`src/rtl/pwg_pkg.sv`:
```
package pwg_pkg;

    typedef enum logic [2:0] {
        ACC_UNMAP,
        ACC_CMD,
        ACC_STAT,
        ACC_PROT,
        ACC_ORD
    } acc_kind_e;

    typedef struct packed {
        logic      wr;      // real write strobe
        logic      rmw_rd;  // read phase of a read-modify-write
        logic      rd;      // read strobe
        acc_kind_e kind;    // decoded target
    } bus_evt_t;

    function automatic acc_kind_e classify(input int a, input int cmd_a, input int stat_a,
                                           input int prot_base, input int nprot,
                                           input int ord_base, input int nord);
        if (a == cmd_a)                                   return ACC_CMD;
        if (a == stat_a)                                  return ACC_STAT;
        if (a >= prot_base && a < prot_base + nprot)      return ACC_PROT;
        if (a >= ord_base && a < ord_base + nord)         return ACC_ORD;
        return ACC_UNMAP;
    endfunction

endpackage

```
`src/rtl/pwg_decode.sv`:
```
module pwg_decode
    import pwg_pkg::*;
#(
    parameter int ADDR_W    = 4,
    parameter int CMD_ADDR  = 0,
    parameter int STAT_ADDR = 1,
    parameter int PROT_BASE = 4,
    parameter int NPROT     = 4,
    parameter int ORD_BASE  = 8,
    parameter int NORD      = 2,
    parameter int OFF_W     = 2
) (
    input  logic [ADDR_W-1:0] addr,
    input  logic              wr_en,
    input  logic              rd_en,
    input  logic              rmw,
    output bus_evt_t          evt,
    output logic [OFF_W-1:0]  prot_off,
    output logic [OFF_W-1:0]  ord_off
);
    logic [ADDR_W-1:0] rel_p;
    logic [ADDR_W-1:0] rel_o;

    always_comb begin
        evt.wr     = wr_en;
        evt.rd     = rd_en;
        evt.rmw_rd = rd_en & rmw & ~wr_en;
        evt.kind   = classify(int'(addr), CMD_ADDR, STAT_ADDR, PROT_BASE, NPROT, ORD_BASE, NORD);
        rel_p      = addr - ADDR_W'(PROT_BASE);
        rel_o      = addr - ADDR_W'(ORD_BASE);
        prot_off   = rel_p[OFF_W-1:0];
        ord_off    = rel_o[OFF_W-1:0];
    end
endmodule

```
`src/rtl/pwg_seq_tracker.sv`:
```
module pwg_seq_tracker
    import pwg_pkg::*;
(
    input  logic     clk,
    input  logic     rst,
    input  bus_evt_t evt,
    input  logic     wbit0,
    output logic     unlocked,
    output logic     err_flag,
    output logic     prot_commit
);
    logic seq_evt, cmd_wr, prot_wr, stat_wr, viol;
    logic unl_n, err_n;

    always_comb begin
        seq_evt     = evt.wr | evt.rmw_rd;
        cmd_wr      = evt.wr && evt.kind == ACC_CMD;
        prot_wr     = evt.wr && evt.kind == ACC_PROT;
        stat_wr     = evt.wr && evt.kind == ACC_STAT;
        prot_commit = prot_wr && unlocked;
        viol        = seq_evt && ((prot_wr && !unlocked) || (unlocked && !prot_wr));
        unl_n       = unlocked;
        err_n       = err_flag;
        if (seq_evt) unl_n = cmd_wr && !unlocked;
        if (viol)    err_n = 1'b1;
        if (stat_wr) err_n = wbit0;   // explicit write wins over a same-cycle violation
    end

    always_ff @(posedge clk) begin
        if (rst) begin
            unlocked <= 1'b0;
            err_flag <= 1'b0;
        end else begin
            unlocked <= unl_n;
            err_flag <= err_n;
        end
    end

    // a plain read leaves the unlock state untouched
    a_r2_read_keeps_unlock: assert property (@(posedge clk) disable iff (rst)
        (evt.rd && !evt.wr && !evt.rmw_rd) |=> $stable(unlocked));
    // unguarded protected write raises the flag
    a_r3_unguarded_sets_err: assert property (@(posedge clk) disable iff (rst)
        (evt.wr && evt.kind == ACC_PROT && !unlocked) |=> err_flag);
    // double command write is a violation and does not re-arm
    a_r5_double_cmd: assert property (@(posedge clk) disable iff (rst)
        (evt.wr && evt.kind == ACC_CMD && unlocked) |=> (err_flag && !unlocked));
    // status write of 0 always clears, even right after an unlock
    a_r6_clear_wins: assert property (@(posedge clk) disable iff (rst)
        (evt.wr && evt.kind == ACC_STAT && !wbit0) |=> !err_flag);
    // flag is sticky without a status write
    a_r7_sticky: assert property (@(posedge clk) disable iff (rst)
        (err_flag && !(evt.wr && evt.kind == ACC_STAT)) |=> err_flag);
endmodule

```
`src/rtl/pwg_reg_bank.sv`:
```
module pwg_reg_bank #(
    parameter int DW    = 8,
    parameter int NPROT = 4,
    parameter int NORD  = 2,
    parameter int OFF_W = 2
) (
    input  logic                       clk,
    input  logic                       rst,
    input  logic                       prot_we,
    input  logic                       ord_we,
    input  logic [OFF_W-1:0]           prot_off,
    input  logic [OFF_W-1:0]           ord_off,
    input  logic [DW-1:0]              wdata,
    output logic [NPROT-1:0][DW-1:0]   prot_q,
    output logic [NORD-1:0][DW-1:0]    ord_q
);
    for (genvar i = 0; i < NPROT; i++) begin : g_prot
        always_ff @(posedge clk) begin
            if (rst)                                  prot_q[i] <= '0;
            else if (prot_we && prot_off == OFF_W'(i)) prot_q[i] <= wdata;
        end
    end

    for (genvar j = 0; j < NORD; j++) begin : g_ord
        always_ff @(posedge clk) begin
            if (rst)                                 ord_q[j] <= '0;
            else if (ord_we && ord_off == OFF_W'(j)) ord_q[j] <= wdata;
        end
    end
endmodule

```
`src/rtl/prot_write_guard.sv`:
```
module prot_write_guard
    import pwg_pkg::*;
#(
    parameter int ADDR_W    = 4,
    parameter int DW        = 8,
    parameter int CMD_ADDR  = 0,
    parameter int STAT_ADDR = 1,
    parameter int PROT_BASE = 4,
    parameter int NPROT     = 4,
    parameter int ORD_BASE  = 8,
    parameter int NORD      = 2
) (
    input  logic              clk,
    input  logic              rst,
    input  logic [ADDR_W-1:0] addr,
    input  logic              wr_en,
    input  logic              rd_en,
    input  logic              rmw,
    input  logic [DW-1:0]     wdata,
    output logic [DW-1:0]     rdata
);
    localparam int NMAX  = (NPROT > NORD) ? NPROT : NORD;
    localparam int OFF_W = (NMAX > 1) ? $clog2(NMAX) : 1;

    bus_evt_t                  evt;
    logic [OFF_W-1:0]          prot_off, ord_off;
    logic                      unlocked, err_flag, prot_commit;
    logic [NPROT-1:0][DW-1:0]  prot_q;
    logic [NORD-1:0][DW-1:0]   ord_q;

    pwg_decode #(
        .ADDR_W(ADDR_W), .CMD_ADDR(CMD_ADDR), .STAT_ADDR(STAT_ADDR),
        .PROT_BASE(PROT_BASE), .NPROT(NPROT), .ORD_BASE(ORD_BASE),
        .NORD(NORD), .OFF_W(OFF_W)
    ) u_dec (
        .addr(addr), .wr_en(wr_en), .rd_en(rd_en), .rmw(rmw),
        .evt(evt), .prot_off(prot_off), .ord_off(ord_off)
    );

    pwg_seq_tracker u_seq (
        .clk(clk), .rst(rst), .evt(evt), .wbit0(wdata[0]),
        .unlocked(unlocked), .err_flag(err_flag), .prot_commit(prot_commit)
    );

    pwg_reg_bank #(.DW(DW), .NPROT(NPROT), .NORD(NORD), .OFF_W(OFF_W)) u_bank (
        .clk(clk), .rst(rst),
        .prot_we(prot_commit),
        .ord_we(evt.wr && evt.kind == ACC_ORD),
        .prot_off(prot_off), .ord_off(ord_off), .wdata(wdata),
        .prot_q(prot_q), .ord_q(ord_q)
    );

    always_comb begin
        rdata = '0;
        if (rd_en) begin
            unique case (evt.kind)
                ACC_STAT: rdata = {{(DW-1){1'b0}}, err_flag};
                ACC_PROT: rdata = prot_q[prot_off];
                ACC_ORD:  rdata = ord_q[ord_off];
                default:  rdata = '0;
            endcase
        end
    end

    // a locked protected write leaves the protected bank unchanged
    a_r1_locked_write_dropped: assert property (@(posedge clk) disable iff (rst)
        (wr_en && evt.kind == ACC_PROT && !unlocked) |=> $stable(prot_q));
    // a non-protected write event while unlocked flags an error
    a_r4_other_write_flags: assert property (@(posedge clk) disable iff (rst)
        (unlocked && ((wr_en && evt.kind inside {ACC_ORD, ACC_UNMAP}) || evt.rmw_rd)) |=> (err_flag && !unlocked));
    // no read strobe, no read data
    a_r9_idle_rdata: assert property (@(posedge clk) disable iff (rst)
        !rd_en |-> rdata == '0);
endmodule

```
`config.mk`:
```
export PLATFORM = sky130hd
export DESIGN_NAME = prot_write_guard
export DESIGN_NICKNAME = d
export VERILOG_FILES = /design/src/rtl/pwg_pkg.sv /design/src/rtl/pwg_decode.sv /design/src/rtl/pwg_seq_tracker.sv /design/src/rtl/pwg_reg_bank.sv /design/src/rtl/prot_write_guard.sv
export SDC_FILE = /design/constraint.sdc
export NUM_CORES = 1
export LEC_CHECK = 0
export BUFFER_PORTS_ARGS = -buffer_cell sky130_fd_sc_hd__buf_2
export CAP_MARGIN = 20
export CORE_ASPECT_RATIO = 1.25
export CORE_MARGIN = 1
export CORE_UTILIZATION = 28
export DETAILED_ROUTE_END_ITERATION = 6
export GPL_TIMING_DRIVEN = 0
export PLACE_DENSITY = 0.55
export SLEW_MARGIN = 30
export SYNTH_ARGS = -nofsm -noshare
export SYNTH_HDL_FRONTEND = slang
export SYNTH_SLANG_ARGS = --single-unit
```
`constraint.sdc`:
```
create_clock -name clk -period 4.25 [get_ports clk]
set_clock_uncertainty 0.1 [all_clocks]
set_input_delay 1.0625 -clock clk [delete_from_list [all_inputs] [get_ports clk]]
set_output_delay 1.0625 -clock clk [all_outputs]
set_load 0.01 [all_outputs]
```
==> results of run 1 <==
## cells by family (layout without fill, tap and decap cells)
family / count (synthesis) / in the layout / synth area share (%)
simple gates: 84 / 84 / 17.2
flops: 50 / 50 / 40.6
buf+inv: 26 / 54 / 5.53
mux: 49 / 49 / 20.2
fa+ha+maj: 1 / 1 / 0.507
compound gates: 62 / 62 / 16.0
## through the flow
step | std cells | power [uW] | hold slack (ps)
floorplan | 272 | 531 | 336
global placement | 409 | 564 | 344
detailed placement | 409 | 564 | 351
CTS | 417 | 973 | 364
global route | 417 | 998 | 390
finish | 417 | 966 | 362
## flip-flops by register name (all words and copies together) (netlist names)
signal	flops
u_bank.prot_q	32
u_seq.err_flag	1
u_seq.unlocked	1
u_bank.ord_q	16
## routing by layer
| layer | vias up | part of all wire, % | GRT usage (%) |
|---|---|---|---|
| met5 | - | 0 | 0 |
| met3 | 8 | 4.7 | 2.39 |
| met4 | 0 | 1.2 | 3.45 |
| met2 | 63 | 49 | 27.4 |
| met1 | 983 | 45 | 20.1 |
| li1 | 1023 | - | - |
## report_power, final
| group | internal, uW | switching, uW | leakage (uW) |
|---|---|---|---|
| Combinational | 26.2 | 55.1 | 0.000664 |
| Clock | 251 | 161 | 0.0000714 |
| Sequential | 471 | 1.33 | 0.000403 |
## cells in the final DEF (no fill, tap or decap), types with 2 or more instances in the layout
master	netlist	final
dfxtp_1	50	50
mux2i_1	42	42
nor2_1	29	29
buf_2	7	27
a21oi_1	26	26
nand3_1	23	23
o21ai_0	16	16
nand2_1	15	15
clkbuf_1	10	10
mux2_2	7	7
o22a_2	6	6
a211oi_1	6	6
clkbuf_8	0	6
buf_4	4	4
nand3b_1	4	4
inv_1	3	3
buf_6	2	2
o22a_1	2	2
nor3b_1	2	2
bufinv_16	0	2
## final cells by class
cell class	count	area (um2)	share of cell area, %
flip-flops and latches	50	1000	35.0
well taps	117	146	5.12
inverters	3	11.3	0.394
repair buffers	20	100	3.50
multi-input cells	196	1330	46.6
plain buffers	23	125	4.38
clock buffers	6	82.6	2.89
clock inverters	2	60.1	2.10
## worst min path at each step
stage / start / endpoint / depth (start not counted)
2_1_floorplan: u_bank.prot_q[10]$_SDFFE_PP0P_ / u_bank.prot_q[10]$_SDFFE_PP0P_ / 2
3_3_place_gp: u_bank.prot_q[12]$_SDFFE_PP0P_ / u_bank.prot_q[12]$_SDFFE_PP0P_ / 2
3_5_place_dp: u_bank.prot_q[14]$_SDFFE_PP0P_ / u_bank.prot_q[14]$_SDFFE_PP0P_ / 2
4_1_cts: u_bank.prot_q[11]$_SDFFE_PP0P_ / u_bank.prot_q[11]$_SDFFE_PP0P_ / 2
5_1_grt: u_bank.prot_q[14]$_SDFFE_PP0P_ / u_bank.prot_q[14]$_SDFFE_PP0P_ / 2
6_report: u_bank.prot_q[12]$_SDFFE_PP0P_ / u_bank.prot_q[12]$_SDFFE_PP0P_ / 2
## tightest hold or removal path, delay by kind of cell (launching register included)
| family | cells | cell delay [ps] |
|---|---|---|
| AOI/OAI and AO/OA | 1 | 50 |
| DFF | 1 | 320 |
| and+or+nand+nor | 1 | 50 |
==> results.toml, run 1 <==
[global_routing]
antenna_found_initial = 0
grt_pass1_vias = 2053
grt_usage_pct = 15.6
grt_overflow = 0
grt_pass1_wl_mm = 11.1
grt_max_degree = 16

[die]
ios = 25
num_rows = 37
die_h_um = 107
coreArea_um2 = 8380
fp.dieW_um = 86.0
die-area_um2 = 9190
start_util_pct = 29.4

[cells_and_area]
finalNetCount = 317
n_antenna_cell = 0
areaGrowthSynthToFinish_pct = 15.8
fillCellCount = 881
final_cell_area_um2 = 2860
fin_util_pct = 34.1
drive_above_1_share_pct = 21.7

[sta]
setup_tns_ps = 0
slew_viol_final = 0
hold_viol_final = 0
rsz0062_at_grt = "false"
finalSetupViolCount = 0
slew-limit-headroom_pct = 56.7
period_needed_ps = 3730
worst_slack_ps = 515
fin_crit_sh_pct = 87.9
fmax_mhz = 268
tightest_slew_ps = 647

[route]
drt_iter0_markers = 103
via_per_inst = 4.98
totalWireLength_mm = 6.92
ant_nets = 0
avgRoutedWirePerCell_um = 16.6
first_pass_iters = 4
drc = 0
vias = 2077

[placement]
placed_area_um2 = 2710
pre_cts_ws_ps = 527
gp_congestion = 0.831
dpl.hpwl_mm = 4.84
io_buffers = 20

[cts]
postCtsSetupBuffers = 0
clk_pin_slew_worst_paths_ps = 90
root_buffer = "clkbuf_8"
cts_tree = "built"
ctsResizeCount = 0
clockBufferDepth = 2
cts-htree-levels = 2
cts.sinks = 50
cts_buffers = 5
clk-insertion-delay-late_ps = 300
postCtsHoldBufs = 0

[synth]
yosysWarningCount = 0
synthCells = 272
yosys-top-cells-count = "dfxtp_1, mux2i_1, nor2_1"
synth-main-ff-cell = "dfxtp_1"
synth_edf_count = 0
ys_seq_area_share_pct = 40.6
syn-cell-area_um2 = 2470
synth_largest_area_cell = "dfxtp_1"
synth_top_cells_by_area = "dfxtp_1, mux2i_1, a21oi_1"
yosysMostFrequentCell = "dfxtp_1"
netlist.area_leader.share_pct = 40.6
avgSynthCellArea_um2 = 9.07
synth_seq_cells = 50
synth_cell_types = 36
async_flop_share_pct = 0
synth_nets = 290

[worst_setup_path]
worstSetupEndpointType = "output pin"
critical_path.slowest_cell = "o22a_2"
critPathKind = "input pin to output pin"
crit_path_max_incr_delay_ps = 320
critPathMaxFanout = 10
reg2reg_from = "u_seq.unlocked$_SDFFE_PP0P_"
critPathBufInv = 4
startpoint_type = "input pin"
critPathArrivalTime_ps = 2570
crit_path_end = "rdata[3]"
required_ps = 3090
cp.depth = 7
crit_chain = "buf_2 > buf_4 > buf_4 > nand3b_2 > o22a_2 > a211oi_1 > buf_2"
worstSetupStartpoint = "addr[0]"
timing.rr.end = "u_bank.prot_q[8]$_SDFFE_PP0P_"
r2r_slack_ps = 2380
cp_top_family = "buffers and inverters"
r2r_cells = 5

[job]
max-cap-violations = 0

[power_and_ir_drop]
p_leak_uw = 0.00114
ir_drop_mv = 0.292
p_per_area_nw_per_um2 = 338

[status]
status = "finished clean"

[worst_hold_path]
hold_path_class = "flop to flop"
Note: power is estimated with default switching activity, not from simulation.
==> run 2: changes to the inputs <==
- CORE_UTILIZATION: 28 -> 30
- PLACE_DENSITY: 0.55 -> 0.57
==> run 2 against run 1 <==
Against the previous run:
- critical path depth unchanged
- final cell count fell by 5.3%
- routed wire length decreased by 5.3%
- hold slack lost 4.4 ps
- sequential power is essentially flat
- clock power is 23% lower
- register-to-register slack better by 20 ps
- die area is 6.5% lower
- flip-flop and latch count unchanged
- setup slack better by 8.5 ps
- core utilization rose by 1.4 points
- largest cell class unchanged
- largest power group unchanged
- highest routed layer unchanged
==> results.toml, run 2 (same netlist as run 1, synthesis figures left out) <==
[status]
status = "finished clean"

[cells_and_area]
final_cell_area_um2 = 2800
n_antenna_cell = 0
final_common_cell = "dfxtp_1"
regMostFlops = "u_bank.prot_q"
drive_above_1_share_pct = 21.7
reg_top3 = "u_bank.prot_q (32), u_bank.ord_q (16)"
finalNetCount = 317
final_cell_mix = "dfxtp_1, mux2i_1, nor2_1"
areaGrowthSynthToFinish_pct = 13.3
largest_reg_flops = 32

[route]
drc = 0
totalWireLength_mm = 6.55
avgRoutedWirePerCell_um = 16.6
vias = 2041
via_per_inst = 5.17
first_pass_iters = 4
drt_iter0_markers = 117
ant_nets = 0

[worst_setup_path]
critPathMaxFanout = 10
reg2reg_from = "u_seq.unlocked$_SDFFE_PP0P_"
crit_chain = "buf_2 > buf_4 > buf_4 > nand3b_2 > o22a_2 > a211oi_1 > buf_2"
worstSetupEndpointType = "output pin"
worstSetupStartpoint = "addr[0]"
crit_path_max_incr_delay_ps = 320
critical_path.slowest_cell = "o22a_2"
startpoint_type = "input pin"
crit_path_end = "rdata[5]"
r2r_slack_ps = 2400
timing.rr.end = "u_bank.prot_q[26]$_SDFFE_PP0P_"
r2r_cells = 5
critPathKind = "input pin to output pin"
critPathArrivalTime_ps = 2560
required_ps = 3090

[global_routing]
grt_pass1_wl_mm = 10.4
grt_usage_pct = 15.9
grt_overflow = 0
use_met1_pct = 19.0
use_met3_pct = 2.94
grt_pass1_vias = 1970
use_met2_pct = 29.1
grt_max_degree = 15
grt-busiest-layer = "met2"
antenna_found_initial = 0

[sta]
fmax_mhz = 268
hold_viol_final = 0
setup_tns_ps = 0
rsz0062_at_grt = "false"
slew_viol_final = 0
tightest_slew_ps = 551
slew-limit-headroom_pct = 63.2
finalSetupViolCount = 0
period_needed_ps = 3730
fin_crit_sh_pct = 87.7

[placement]
gp_congestion = 0.789
io_buffers = 20
placed_area_um2 = 2690
dpl.hpwl_mm = 4.72

[cts]
clk_pin_slew_worst_paths_ps = 90
cts_buffers = 5
ctsResizeCount = 0
cts-htree-levels = 2
clk-insertion-delay-late_ps = 300
postCtsSetupBuffers = 0
postCtsHoldBufs = 0
cts_tree = "built"
clockBufferDepth = 2
cts.sinks = 50
root_buffer = "clkbuf_8"

[power_and_ir_drop]
ir_drop_mv = 0.141
p_per_area_nw_per_um2 = 312
p_leak_uw = 0.00112

[die]
die_h_um = 103
die-area_um2 = 8590
ios = 25
num_rows = 36
coreArea_um2 = 7880
start_util_pct = 31.3
fp.dieW_um = 83.1

[job]
max-cap-violations = 0

[worst_hold_path]
hold_path_class = "flop to flop"
-- run 2: cell type report --
cell class | instances | area (um2)
Buffer | 23 | 125
Clock buffer | 8 | 110
Fill cell | 805 | 5090
Inverter | 3 | 11.3
Multi-Input combinational cell | 196 | 1330
Sequential cell | 50 | 1000
Tap cell | 95 | 119
Timing Repair Buffer | 20 | 100
-- run 2: how the worst min path moves through the flow --
stage                                              start                        endpoint  cells past startpoint
final                     u_bank.prot_q[12]$_SDFFE_PP0P_  u_bank.prot_q[12]$_SDFFE_PP0P_                      2
after global routing      u_bank.prot_q[14]$_SDFFE_PP0P_  u_bank.prot_q[14]$_SDFFE_PP0P_                      2
after CTS                 u_bank.prot_q[12]$_SDFFE_PP0P_  u_bank.prot_q[12]$_SDFFE_PP0P_                      2
after detailed placement  u_bank.prot_q[12]$_SDFFE_PP0P_  u_bank.prot_q[12]$_SDFFE_PP0P_                      2
after global placement    u_bank.prot_q[14]$_SDFFE_PP0P_  u_bank.prot_q[14]$_SDFFE_PP0P_                      2
after floorplan           u_bank.prot_q[10]$_SDFFE_PP0P_  u_bank.prot_q[10]$_SDFFE_PP0P_                      2
-- run 2: critical path: cells and delay by family --
kind                   cells  cell delay, ps
and+or+nand+nor            1             230
AOI/OAI and AO/OA          2             590
buffers and inverters      4             670
-- run 2: through the flow --
| step | utilization [%] | hold slack [ps] | power, uW | setup WS (ps) | instances |
|---|---|---|---|---|---|
| after floorplan | - | 336 | 531 | 892 | 272 |
| after global placement | 34.1 | 342 | 563 | 534 | 387 |
| after detailed placement | 34.1 | 348 | 563 | 524 | 387 |
| after CTS | 35.5 | 361 | 879 | 526 | 395 |
| after global routing | 35.5 | 375 | 903 | 462 | 395 |
| final | 35.5 | 358 | 872 | 524 | 395 |
-- run 2: metal layers --
| metal | vias to the layer above | routed length, um |
|---|---|---|
| li1 | 1022 | - |
| met1 | 976 | 3020 |
| met2 | 36 | 3230 |
| met3 | 7 | 221 |
| met4 | 0 | 72 |
| met5 | - | 0 |
-- run 2: power breakdown --
group	internal, uW	switching, uW
clock	164	155
combinational	26.3	53.5
sequential	471	1.36
total	662	210
